`src/rtl/dlw_pkg.sv`:
```
package dlw_pkg;
  localparam int WORD_W = 32;
  localparam int BYTE_W = 8;

  typedef struct packed {
    logic [15:0] meta;
    logic        in_eop;
    logic        wait_req;
    logic        irq_req;
    logic        out_eop;
    logic        last;
  } dflags_t;

  function automatic dflags_t decode_flags(input logic [WORD_W-1:0] w);
    dflags_t f;
    f.meta     = w[31:16];
    f.in_eop   = w[11];
    f.wait_req = w[5];
    f.irq_req  = w[4];
    f.out_eop  = w[3];
    f.last     = w[0];
    return f;
  endfunction

  function automatic logic [BYTE_W-1:0] pick_byte(input logic [WORD_W-1:0] w,
                                                  input logic [1:0] lane);
    return w[int'(lane)*BYTE_W +: BYTE_W];
  endfunction

  function automatic logic is_final_byte(input logic [WORD_W-1:0] cur,
                                         input logic [WORD_W-1:0] stop_at);
    return (cur + 32'd1) == stop_at;
  endfunction
endpackage

```
`src/rtl/dlw_desc_seq.sv`:
```
module dlw_desc_seq
  import dlw_pkg::*;
#(
  parameter int DAW = 8
) (
  input  logic              clk,
  input  logic              rst_n,
  input  logic              en,
  input  logic              pause,
  input  logic              cont,
  input  logic              irq_ack,
  input  logic [WORD_W-1:0] first_ptr,
  output logic              rd_en,
  output logic [DAW-1:0]    rd_addr,
  input  logic [WORD_W-1:0] rd_data,
  output logic              mv_start,
  output logic [WORD_W-1:0] mv_src,
  output logic [WORD_W-1:0] mv_lim,
  output logic              mv_eop,
  input  logic              mv_done,
  output logic              in_xfer,
  output logic              evt_desc_done,
  output logic              irq,
  output logic              at_end
);
  typedef enum logic [2:0] {S_IDLE, S_RD, S_CAP, S_GO, S_XFER, S_FIN, S_END} dst_t;

  dst_t              state;
  logic [1:0]        idx;
  logic [DAW-1:0]    base;
  logic              reload;
  logic [WORD_W-1:0] w_next, w_start, w_flags, w_end;
  logic              irq_q;
  dflags_t           fl;

  assign fl = decode_flags(w_flags);

  logic unused_desc_bits;
  assign unused_desc_bits = ^{fl.meta, fl.in_eop, fl.wait_req, w_flags[2:1],
                              w_flags[10:6], w_flags[15:12], w_next[WORD_W-1:DAW],
                              first_ptr[WORD_W-1:DAW]};

  always_ff @(posedge clk) begin
    if (!rst_n) begin
      state   <= S_IDLE;
      idx     <= '0;
      base    <= '0;
      reload  <= 1'b0;
      w_next  <= '0;
      w_start <= '0;
      w_flags <= '0;
      w_end   <= '0;
    end else if (!en) begin
      state  <= S_IDLE;
      idx    <= '0;
      reload <= 1'b0;
    end else begin
      case (state)
        S_IDLE: begin
          base   <= first_ptr[DAW-1:0];
          idx    <= '0;
          reload <= 1'b0;
          state  <= S_RD;
        end
        S_RD: if (!pause) state <= S_CAP;
        S_CAP: begin
          case (idx)
            2'd0:    w_next  <= rd_data;
            2'd1:    w_start <= rd_data;
            2'd2:    w_flags <= rd_data;
            default: w_end   <= rd_data;
          endcase
          idx <= idx + 2'd1;
          if (idx == 2'd3) begin
            if (reload) begin
              reload <= 1'b0;
              if (fl.last) state <= S_END;
              else begin
                base  <= w_next[DAW-1:0];
                state <= S_RD;
              end
            end else begin
              state <= S_GO;
            end
          end else begin
            state <= S_RD;
          end
        end
        S_GO:   state <= S_XFER;
        S_XFER: if (mv_done) state <= S_FIN;
        S_FIN: begin
          if (fl.last) state <= S_END;
          else begin
            base  <= w_next[DAW-1:0];
            state <= S_RD;
          end
        end
        S_END: begin
          if (cont) begin
            reload <= 1'b1;
            idx    <= '0;
            state  <= S_RD;
          end
        end
        default: state <= S_IDLE;
      endcase
    end
  end

  assign evt_desc_done = en && (state == S_FIN);

  always_ff @(posedge clk) begin
    if (!rst_n)                           irq_q <= 1'b0;
    else if (evt_desc_done && fl.irq_req) irq_q <= 1'b1;
    else if (irq_ack)                     irq_q <= 1'b0;
  end

  assign rd_en    = en && (state == S_RD) && !pause;
  assign rd_addr  = base + DAW'(idx);
  assign mv_start = en && (state == S_GO);
  assign mv_src   = w_start;
  assign mv_lim   = w_end;
  assign mv_eop   = fl.out_eop;
  assign in_xfer  = (state == S_XFER);
  assign irq      = irq_q;
  assign at_end   = (state == S_END);

  a_r9_irq_sticky: assert property (@(posedge clk) disable iff (!rst_n)
    irq_q && !irq_ack |=> irq_q);

  a_r7_no_fetch_at_end: assert property (@(posedge clk) disable iff (!rst_n)
    at_end |-> !rd_en);

  a_r12_cont_ignored_busy: assert property (@(posedge clk) disable iff (!rst_n || !en)
    cont && (state == S_XFER) && !mv_done |=> in_xfer);
endmodule

```
`src/rtl/dlw_mover.sv`:
```
module dlw_mover
  import dlw_pkg::*;
#(
  parameter int BAW = 8
) (
  input  logic              clk,
  input  logic              rst_n,
  input  logic              flush,
  input  logic              pause,
  input  logic              start,
  input  logic [WORD_W-1:0] src,
  input  logic [WORD_W-1:0] lim,
  input  logic              eop_req,
  output logic              rd_en,
  output logic [BAW-1:0]    rd_addr,
  input  logic [WORD_W-1:0] rd_data,
  output logic              o_valid,
  input  logic              o_ready,
  output logic [BYTE_W-1:0] o_data,
  output logic              o_last,
  output logic              done
);
  typedef enum logic [1:0] {M_IDLE, M_RD, M_WAIT, M_HOLD} mst_t;

  mst_t              st;
  logic [WORD_W-1:0] cur, lim_q;
  logic              eop_q;

  always_ff @(posedge clk) begin
    if (!rst_n) begin
      st      <= M_IDLE;
      cur     <= '0;
      lim_q   <= '0;
      eop_q   <= 1'b0;
      o_valid <= 1'b0;
      o_data  <= '0;
      o_last  <= 1'b0;
      done    <= 1'b0;
    end else begin
      done <= 1'b0;
      if (flush) begin
        st      <= M_IDLE;
        o_valid <= 1'b0;
        o_last  <= 1'b0;
      end else begin
        case (st)
          M_IDLE: begin
            if (start) begin
              cur   <= src;
              lim_q <= lim;
              eop_q <= eop_req;
              if (src == lim) done <= 1'b1;
              else            st   <= M_RD;
            end
          end
          M_RD: if (!pause) st <= M_WAIT;
          M_WAIT: begin
            o_data  <= pick_byte(rd_data, cur[1:0]);
            o_valid <= 1'b1;
            o_last  <= eop_q && is_final_byte(cur, lim_q);
            st      <= M_HOLD;
          end
          default: begin
            if (o_ready) begin
              o_valid <= 1'b0;
              o_last  <= 1'b0;
              cur     <= cur + 32'd1;
              if (is_final_byte(cur, lim_q)) begin
                done <= 1'b1;
                st   <= M_IDLE;
              end else begin
                st <= M_RD;
              end
            end
          end
        endcase
      end
    end
  end

  assign rd_en   = (st == M_RD) && !pause && !flush;
  assign rd_addr = cur[BAW+1:2];

  a_r6_hold_stable: assert property (@(posedge clk) disable iff (!rst_n || flush)
    o_valid && !o_ready |=> o_valid && $stable(o_data) && $stable(o_last));

  a_r3_single_beat: assert property (@(posedge clk) disable iff (!rst_n || flush)
    o_valid && o_ready |=> !o_valid);

  a_r5_eop_with_valid: assert property (@(posedge clk) disable iff (!rst_n)
    o_last |-> o_valid);

  a_r4_empty_done: assert property (@(posedge clk) disable iff (!rst_n || flush)
    (st == M_IDLE) && start && (src == lim) |=> done && !o_valid);
endmodule

```
`src/rtl/dlist_stream_walker.sv`:
```
module dlist_stream_walker
  import dlw_pkg::*;
#(
  parameter int DESC_AW = 8,
  parameter int BUF_AW  = 8
) (
  input  logic               clk,
  input  logic               rst_n,
  input  logic               ctl_en,
  input  logic               ctl_stop,
  input  logic               cmd_cont,
  input  logic               irq_ack,
  input  logic [31:0]        first_desc_ptr,
  output logic               desc_rd_en,
  output logic [DESC_AW-1:0] desc_rd_addr,
  input  logic [31:0]        desc_rd_data,
  output logic               buf_rd_en,
  output logic [BUF_AW-1:0]  buf_rd_addr,
  input  logic [31:0]        buf_rd_data,
  output logic               st_valid,
  input  logic               st_ready,
  output logic [7:0]         st_data,
  output logic               st_eop,
  output logic               irq,
  output logic               at_end
);
  logic              mv_start, mv_eop, mv_done;
  logic [WORD_W-1:0] mv_src, mv_lim;
  logic              dsc_in_xfer, evt_desc_done;

  dlw_desc_seq #(.DAW(DESC_AW)) seq_i (
    .clk(clk), .rst_n(rst_n), .en(ctl_en), .pause(ctl_stop), .cont(cmd_cont),
    .irq_ack(irq_ack), .first_ptr(first_desc_ptr),
    .rd_en(desc_rd_en), .rd_addr(desc_rd_addr), .rd_data(desc_rd_data),
    .mv_start(mv_start), .mv_src(mv_src), .mv_lim(mv_lim), .mv_eop(mv_eop),
    .mv_done(mv_done), .in_xfer(dsc_in_xfer), .evt_desc_done(evt_desc_done),
    .irq(irq), .at_end(at_end)
  );

  dlw_mover #(.BAW(BUF_AW)) mover_i (
    .clk(clk), .rst_n(rst_n), .flush(!ctl_en), .pause(ctl_stop),
    .start(mv_start), .src(mv_src), .lim(mv_lim), .eop_req(mv_eop),
    .rd_en(buf_rd_en), .rd_addr(buf_rd_addr), .rd_data(buf_rd_data),
    .o_valid(st_valid), .o_ready(st_ready), .o_data(st_data), .o_last(st_eop),
    .done(mv_done)
  );

  a_r10_stop_blocks_reads: assert property (@(posedge clk) disable iff (!rst_n)
    ctl_stop |-> !buf_rd_en && !desc_rd_en);

  a_r11_disable_quiets: assert property (@(posedge clk) disable iff (!rst_n)
    !ctl_en |=> !st_valid && !buf_rd_en && !desc_rd_en);

  a_r7_done_in_xfer: assert property (@(posedge clk) disable iff (!rst_n)
    mv_done |-> dsc_in_xfer);

  a_r6_done_after_last_beat: assert property (@(posedge clk) disable iff (!rst_n)
    evt_desc_done |-> !st_valid);
endmodule

```
`config.mk`:
```
export PLATFORM = sky130hd
export DESIGN_NAME = dlist_stream_walker
export DESIGN_NICKNAME = d
export VERILOG_FILES = /design/src/rtl/dlw_pkg.sv /design/src/rtl/dlw_desc_seq.sv /design/src/rtl/dlw_mover.sv /design/src/rtl/dlist_stream_walker.sv
export SDC_FILE = /design/constraint.sdc
export NUM_CORES = 1
export LEC_CHECK = 0
export BUFFER_PORTS_ARGS = -buffer_cell sky130_fd_sc_hd__buf_2
export CAP_MARGIN = 40
export CORE_ASPECT_RATIO = 0.9
export CORE_MARGIN = 5
export CORE_UTILIZATION = 50
export DETAILED_ROUTE_END_ITERATION = 8
export PLACE_DENSITY = 0.7
export SLEW_MARGIN = 10
export SYNTH_ARGS = -nofsm -noshare
export SYNTH_HDL_FRONTEND = slang
export SYNTH_SLANG_ARGS = --single-unit
```
`constraint.sdc`:
```
create_clock -name clk -period 4.3 [get_ports clk]
set_input_delay 0.43 -clock clk [delete_from_list [all_inputs] [get_ports clk]]
set_output_delay 0.43 -clock clk [all_outputs]
set_load 0.02 [all_outputs]
```
Word level (Yosys, flattened, before mapping). Index checks and enable logic that the tools add are counted. Widths: inputs -> output; s select.

Output and inout port bits: 30. Bits in registers: 170. Input port bits: 103. Logic and storage cells: 115.

Reduce and logical (&&, ||, !) cells: 35. Equal/unequal tests: 21. Multiplexer cells: 35. Bitwise operators: 3. Shifts and indexed selects: 1. $add $sub $neg: 3.

Operator list (number): $eq 32x32->1 (2); $mux 32 (2); $pmux 32 s2 (1); $add 32x1->32 const B (1); $shiftx 32x6->8 (1); $mux 8 (3); $pmux 8 s3 (1); $pmux 3 s7 (1); $reduce_and 3->1 (7); $mux 3 (6); $pmux 2 s3 (2); $reduce_and 4->1 (3); $mux 1 (10); $mux 2 (5); $eq 3x3->1 const B (3); $add 8x2->8 (1); $logic_and 1x1->1 (8); $ne 2x1->1 const B (4); $ne 2x2->1 const B (4); $reduce_and 2->1 (4); $eq 2x2->1 const B (3); $eq 3x2->1 const B (2); $pmux 1 s2 (3); $reduce_bool 2->1 (3); 12 further kinds (18).

Longest topological paths before layout.
Depth after elaboration: 5. Mapped depth: 12. Gate-level depth less buffers: 9.

Modules after synthesis. A second synthesis with hierarchy kept.

Cell total of the unflattened synthesis: 1169. Area, all modules: 9360.2 um2.

Modules (own cells, without submodules): dlw_mover (sequential area each 1561.5 um2, area an instance 5313.8 um2, instances 1, cells an instance 691); dlw_desc_seq (sequential area each 1801.7 um2, area an instance 4042.6 um2, instances 1, cells an instance 477); dlist_stream_walker (sequential area each 0.0 um2, area an instance 3.8 um2, instances 1, cells an instance 1).

Worst setup path before layout. Ideal clock, no wire load.

Path kind: register to register. Start: register mover_i.cur[0]. End: register mover_i.st[0]. Path buffers: 1. Period minus slack after synthesis: 2.698 ns. Data arrival time: 2.569 ns. Cell stages (with the launch flop): 11. Data required time: 4.171 ns. Library setup time: 0.129 ns. Slack: 1.602 ns. Path through: dfxtp_1 -> ha_1 -> and3_1 -> buf_6 -> xnor2_1 -> nor4_1 -> nand4_1 -> or4_4 -> nor4b_4 -> and4_1 -> a2111oi_2.

Cells in the longest elaborated chain, start to end: 5.

RTL lines: from (decl) (line dlw_mover.sv:26) `logic [WORD_W-1:0] cur, lim_q;`; from (signal assigned) (line dlw_mover.sv:49) `cur <= src;`; from (signal assigned) (line dlw_mover.sv:67) `cur <= cur + 32'd1;`; $add 32x1->32 (line dlw_pkg.sv:32) `return (cur + 32'd1) == stop_at;`; $eq 32x32->1 (line dlw_pkg.sv:32); $mux 1 (line dlw_mover.sv:68) `if (is_final_byte(cur, lim_q)) begin`; $mux 2 (line dlw_mover.sv:64) `if (o_ready) begin`; $pmux 2 s3 (line dlw_mover.sv:46) `case (st)`; to (signal assigned) (line dlw_mover.sv:53) `else st <= M_RD;`; to (signal assigned) (line dlw_mover.sv:70) `st <= M_IDLE;`; to (signal assigned) (line dlw_mover.sv:72) `st <= M_RD;`; to (decl) (line dlw_mover.sv:25) `mst_t st;`.

No other way between the ends. The select of a mux whose other input is x is not followed. A chain may end at the register's enable or synchronous reset.

Worst setup path in the final report.
Start: register mover_i.cur[0]. End: register mover_i.done.

Cells in the longest elaborated chain, start to end: 5.

RTL lines: $add 32x1->32 (line dlw_pkg.sv:32); $eq 32x32->1 (line dlw_pkg.sv:32); $mux 1 (line dlw_mover.sv:68); $mux 1 (line dlw_mover.sv:64); $pmux 1 s2 (line dlw_mover.sv:46); to (signal assigned) (line dlw_mover.sv:40) `done <= 1'b0;`; to (signal assigned) (line dlw_mover.sv:52) `if (src == lim) done <= 1'b1;`; to (signal assigned) (line dlw_mover.sv:69) `done <= 1'b1;`; to (decl) (line dlw_mover.sv:21) `output logic done`.

No other way between the ends.

==> key figures <==
Status
  • Status: complete, no violations

Critical path
  • Critical path arrival: 3.81 ns
  • Worst Path Required: 4.68 ns
  • Cell breakdown of the critical path: ha_1, nand3_1, nor4_4, and4_1, xnor2_1, a211oi_1, o21ai_0, nor4_1, o21ba_2
  • Crit path kind: flop to flop
  • Crit. End Element: flop
  • CP max-delay cell: nor4_4
  • Cell depth of the worst flop-to-flop path: 9
  • Critical path's largest stage delay: 0.74 ns
  • CP Max Fanout: 14
  • Critical Path Source Type: flop

Cells and area
  • FILL cells: 1814
  • Synthesis-to-layout area growth: 11.3%
  • Most frequent cells in the layout: nand2_1 (275), dfxtp_1 (168), a21boi_0 (122), buf_2 (107), o21ai_0 (57)
  • Post-layout util: 56.2%
  • Most common cell after layout, fill and taps aside: nand2_1
  • Layout cell share with drive strength beyond 1: 14.6%
  • Final net count: 1371
  • Final antenna diode count: 0

GRT
  • Pin count of the biggest net entering global routing: 89
  • GRT Resource Usage Total: 24.4%
  • Initial antenna violation count: 0
  • First-pass GRT wire length: 43200 um
  • Vias in the first global route: 8089
  • Grt ovf: 0

Job
  • Max-cap viol count: 0

STA
  • Final Hold Vio Count: 0
  • Final period utilization: 79.7%
  • Setup violators final: 0
  • Final Skew: 0.0140 ns
  • Worst-margin pin slew: 0.830 ns
  • Setup repair after global routing missed its margin: no
  • Setup TNS Final: 0 ns
  • Max-slew violations: 0
  • Fmax: 292 MHz
  • Tmin final: 3.43 ns
  • Slew margin rel.: 44.7%

Floorplan
  • Core ar.: 19100 sq um
  • Initial core utilization: 50.5%
  • Die width: 156 um
  • Die area: 22200 sq um
  • IO Pins: 133
  • Die H: 142 um
  • Row count: 48

Clock tree
  • Clock latency at the later pin of the worst-skew pair: 0.44 ns
  • Clock root cell: clkbuf_16
  • Cts hold-fix bufs: 0
  • Post-CTS Setup Repair Bufs: 0
  • H-tree levels: 4
  • CTS resizes: 0
  • CTS tree: done
  • TritonCTS buffer count: 17
  • Max Buffers Root-to-Sink: 2
  • Clock Sinks: 168
  • Worst-path clk slew: 0.07 ns

Worst hold path
  • Hold crit path type: input pin to flop
  • Hold path cells: 3

Route
  • Vias/cell: 5.77
  • Avg WL per Cell: 17.8 um
  • DRT Wirelength: 27000 um
  • Detail Route Antenna Nets: 0
  • Vias: 8749
  • DRC: 0
  • DR pass1 iterations: 5
  • 1st-iter DRT viols: 799

Power
  • Maximum vdd drop: 0.000275 V
  • PD cells: 301 nW/um^2
  • Leak: 4.15 nW

Yosys
  • Post-synth EDFFs: 0
  • Average size of a mapped cell: 7.94 sq um
  • Post-synth cell types: 73
  • Seq/Total Area, Yosys: 34.9%
  • Syn nets: 1331
  • YS warnings: 0
  • Synth Instances: 1215
  • Ys flop type: dfxtp_1
  • Post-synth ARST share: 0%
  • Syn Std Cell Area: 9640 sq um
  • #FFs+latches synth: 168

Placement
  • Global placer's final weighted congestion: 1.02
  • DP HPWL: 19200 um
  • Port-buffer cells: 108
## worst max-delay path, delay by kind of cell (launching register included)
| kind | cells | cell delay [ns] |
|---|---|---|
| simple gates | 4 | 1.78 |
| compound gates | 3 | 0.89 |
| flops | 1 | 0.33 |
| fa+ha+maj | 1 | 0.27 |
| xor+xnor | 1 | 0.10 |
## worst paths after layout
kind / startpoint / to / slack, ns
worst max-delay path: mover_i.cur[0] / mover_i.done / 0.87
worst min-delay path: desc_rd_data[27] / seq_i.mv_src[27] / 0.25
worst max register to register: mover_i.cur[0] / mover_i.done / 0.87
worst min register to register: mover_i.o_last / mover_i.o_last / 0.46
## routing by layer
metal	GRT usage [%]	part of all wire [%]
met4	5.53	1.2
met5	0	0
met3	4.12	6.4
met1	37.3	49
met2	35.7	44
## sequential cells by signal (all words and copies together), names as in the netlist
register and count:
mover_i.o_data 8, seq_i.mv_src 32, mover_i.st 2, seq_i.reload 1
seq_i.irq 1, seq_i.state 3, seq_i.w_next 8, mover_i.done 1
seq_i.mv_lim 32, mover_i.eop_q 1, seq_i.w_flags 3, mover_i.o_last 1
mover_i.o_valid 1, seq_i.base 8, seq_i.idx 2, mover_i.lim_q 32
mover_i.cur 32
## cell type report
type	instances	area [sq um]	share of cell area [%]
clock buffers	18	439	4.09
clock inverters	13	135	1.26
inverters	19	71.3	0.665
multi-input cells	926	5750	53.6
flip-flops and latches	168	3360	31.3
well taps	250	313	2.91
repair buffers	123	663	6.18
## through the flow
step	total power (W)	worst slack, ns	std cells	hold slack, ns	instance area, sq um
after global placement	0.00175	1.04	1484	0.449	10100
after CTS	0.00327	0.940	1517	0.233	10700
after floorplan	0.00169	1.60	1215	0.439	9640
after global routing	0.00334	0.718	1517	0.252	10700
after detailed placement	0.00176	1.03	1486	0.452	10200
final	0.00323	0.872	1517	0.247	10700
## synthesized netlist by cell type (all sizes together), types with 13 or more instances
library cell | n | share of area, %
a21boi | 122 | 9.5
a21oi | 36 | 1.9
a22oi | 17 | 1.3
and2 | 23 | 1.5
and3 | 15 | 0.99
buf | 28 | 1.9
clkbuf | 74 | 2.9
dfxtp | 168 | 35
inv | 19 | 0.74
nand2 | 275 | 11
nand3 | 40 | 2.2
nand4 | 24 | 1.8
nor2 | 46 | 1.8
nor2b | 14 | 0.91
nor3 | 13 | 0.67
nor4 | 32 | 2.5
o211a | 14 | 1.5
o21ai | 57 | 3.0
xnor2 | 38 | 3.5
xor2 | 38 | 3.5
## report_power, final
| group | internal [W] | switching [W] |
|---|---|---|
| registers | 0.00156 | 0.0000110 |
| logic | 0.0000707 | 0.0000764 |
| clock network | 0.000825 | 0.000687 |
| total | 0.00246 | 0.000774 |
## logic make-up after synthesis
group / share of synthesized area, %
flip-flops: 34.9
XOR/XNOR: 6.90
adder cells (fa/ha/maj): 1.76
AND/OR/NAND/NOR: 25.9
multiplexers: 3.14
AO/OA/AOI/OAI: 21.8
buffers and inverters: 5.57
No activity file was read; power rests on OpenSTA's default activity.
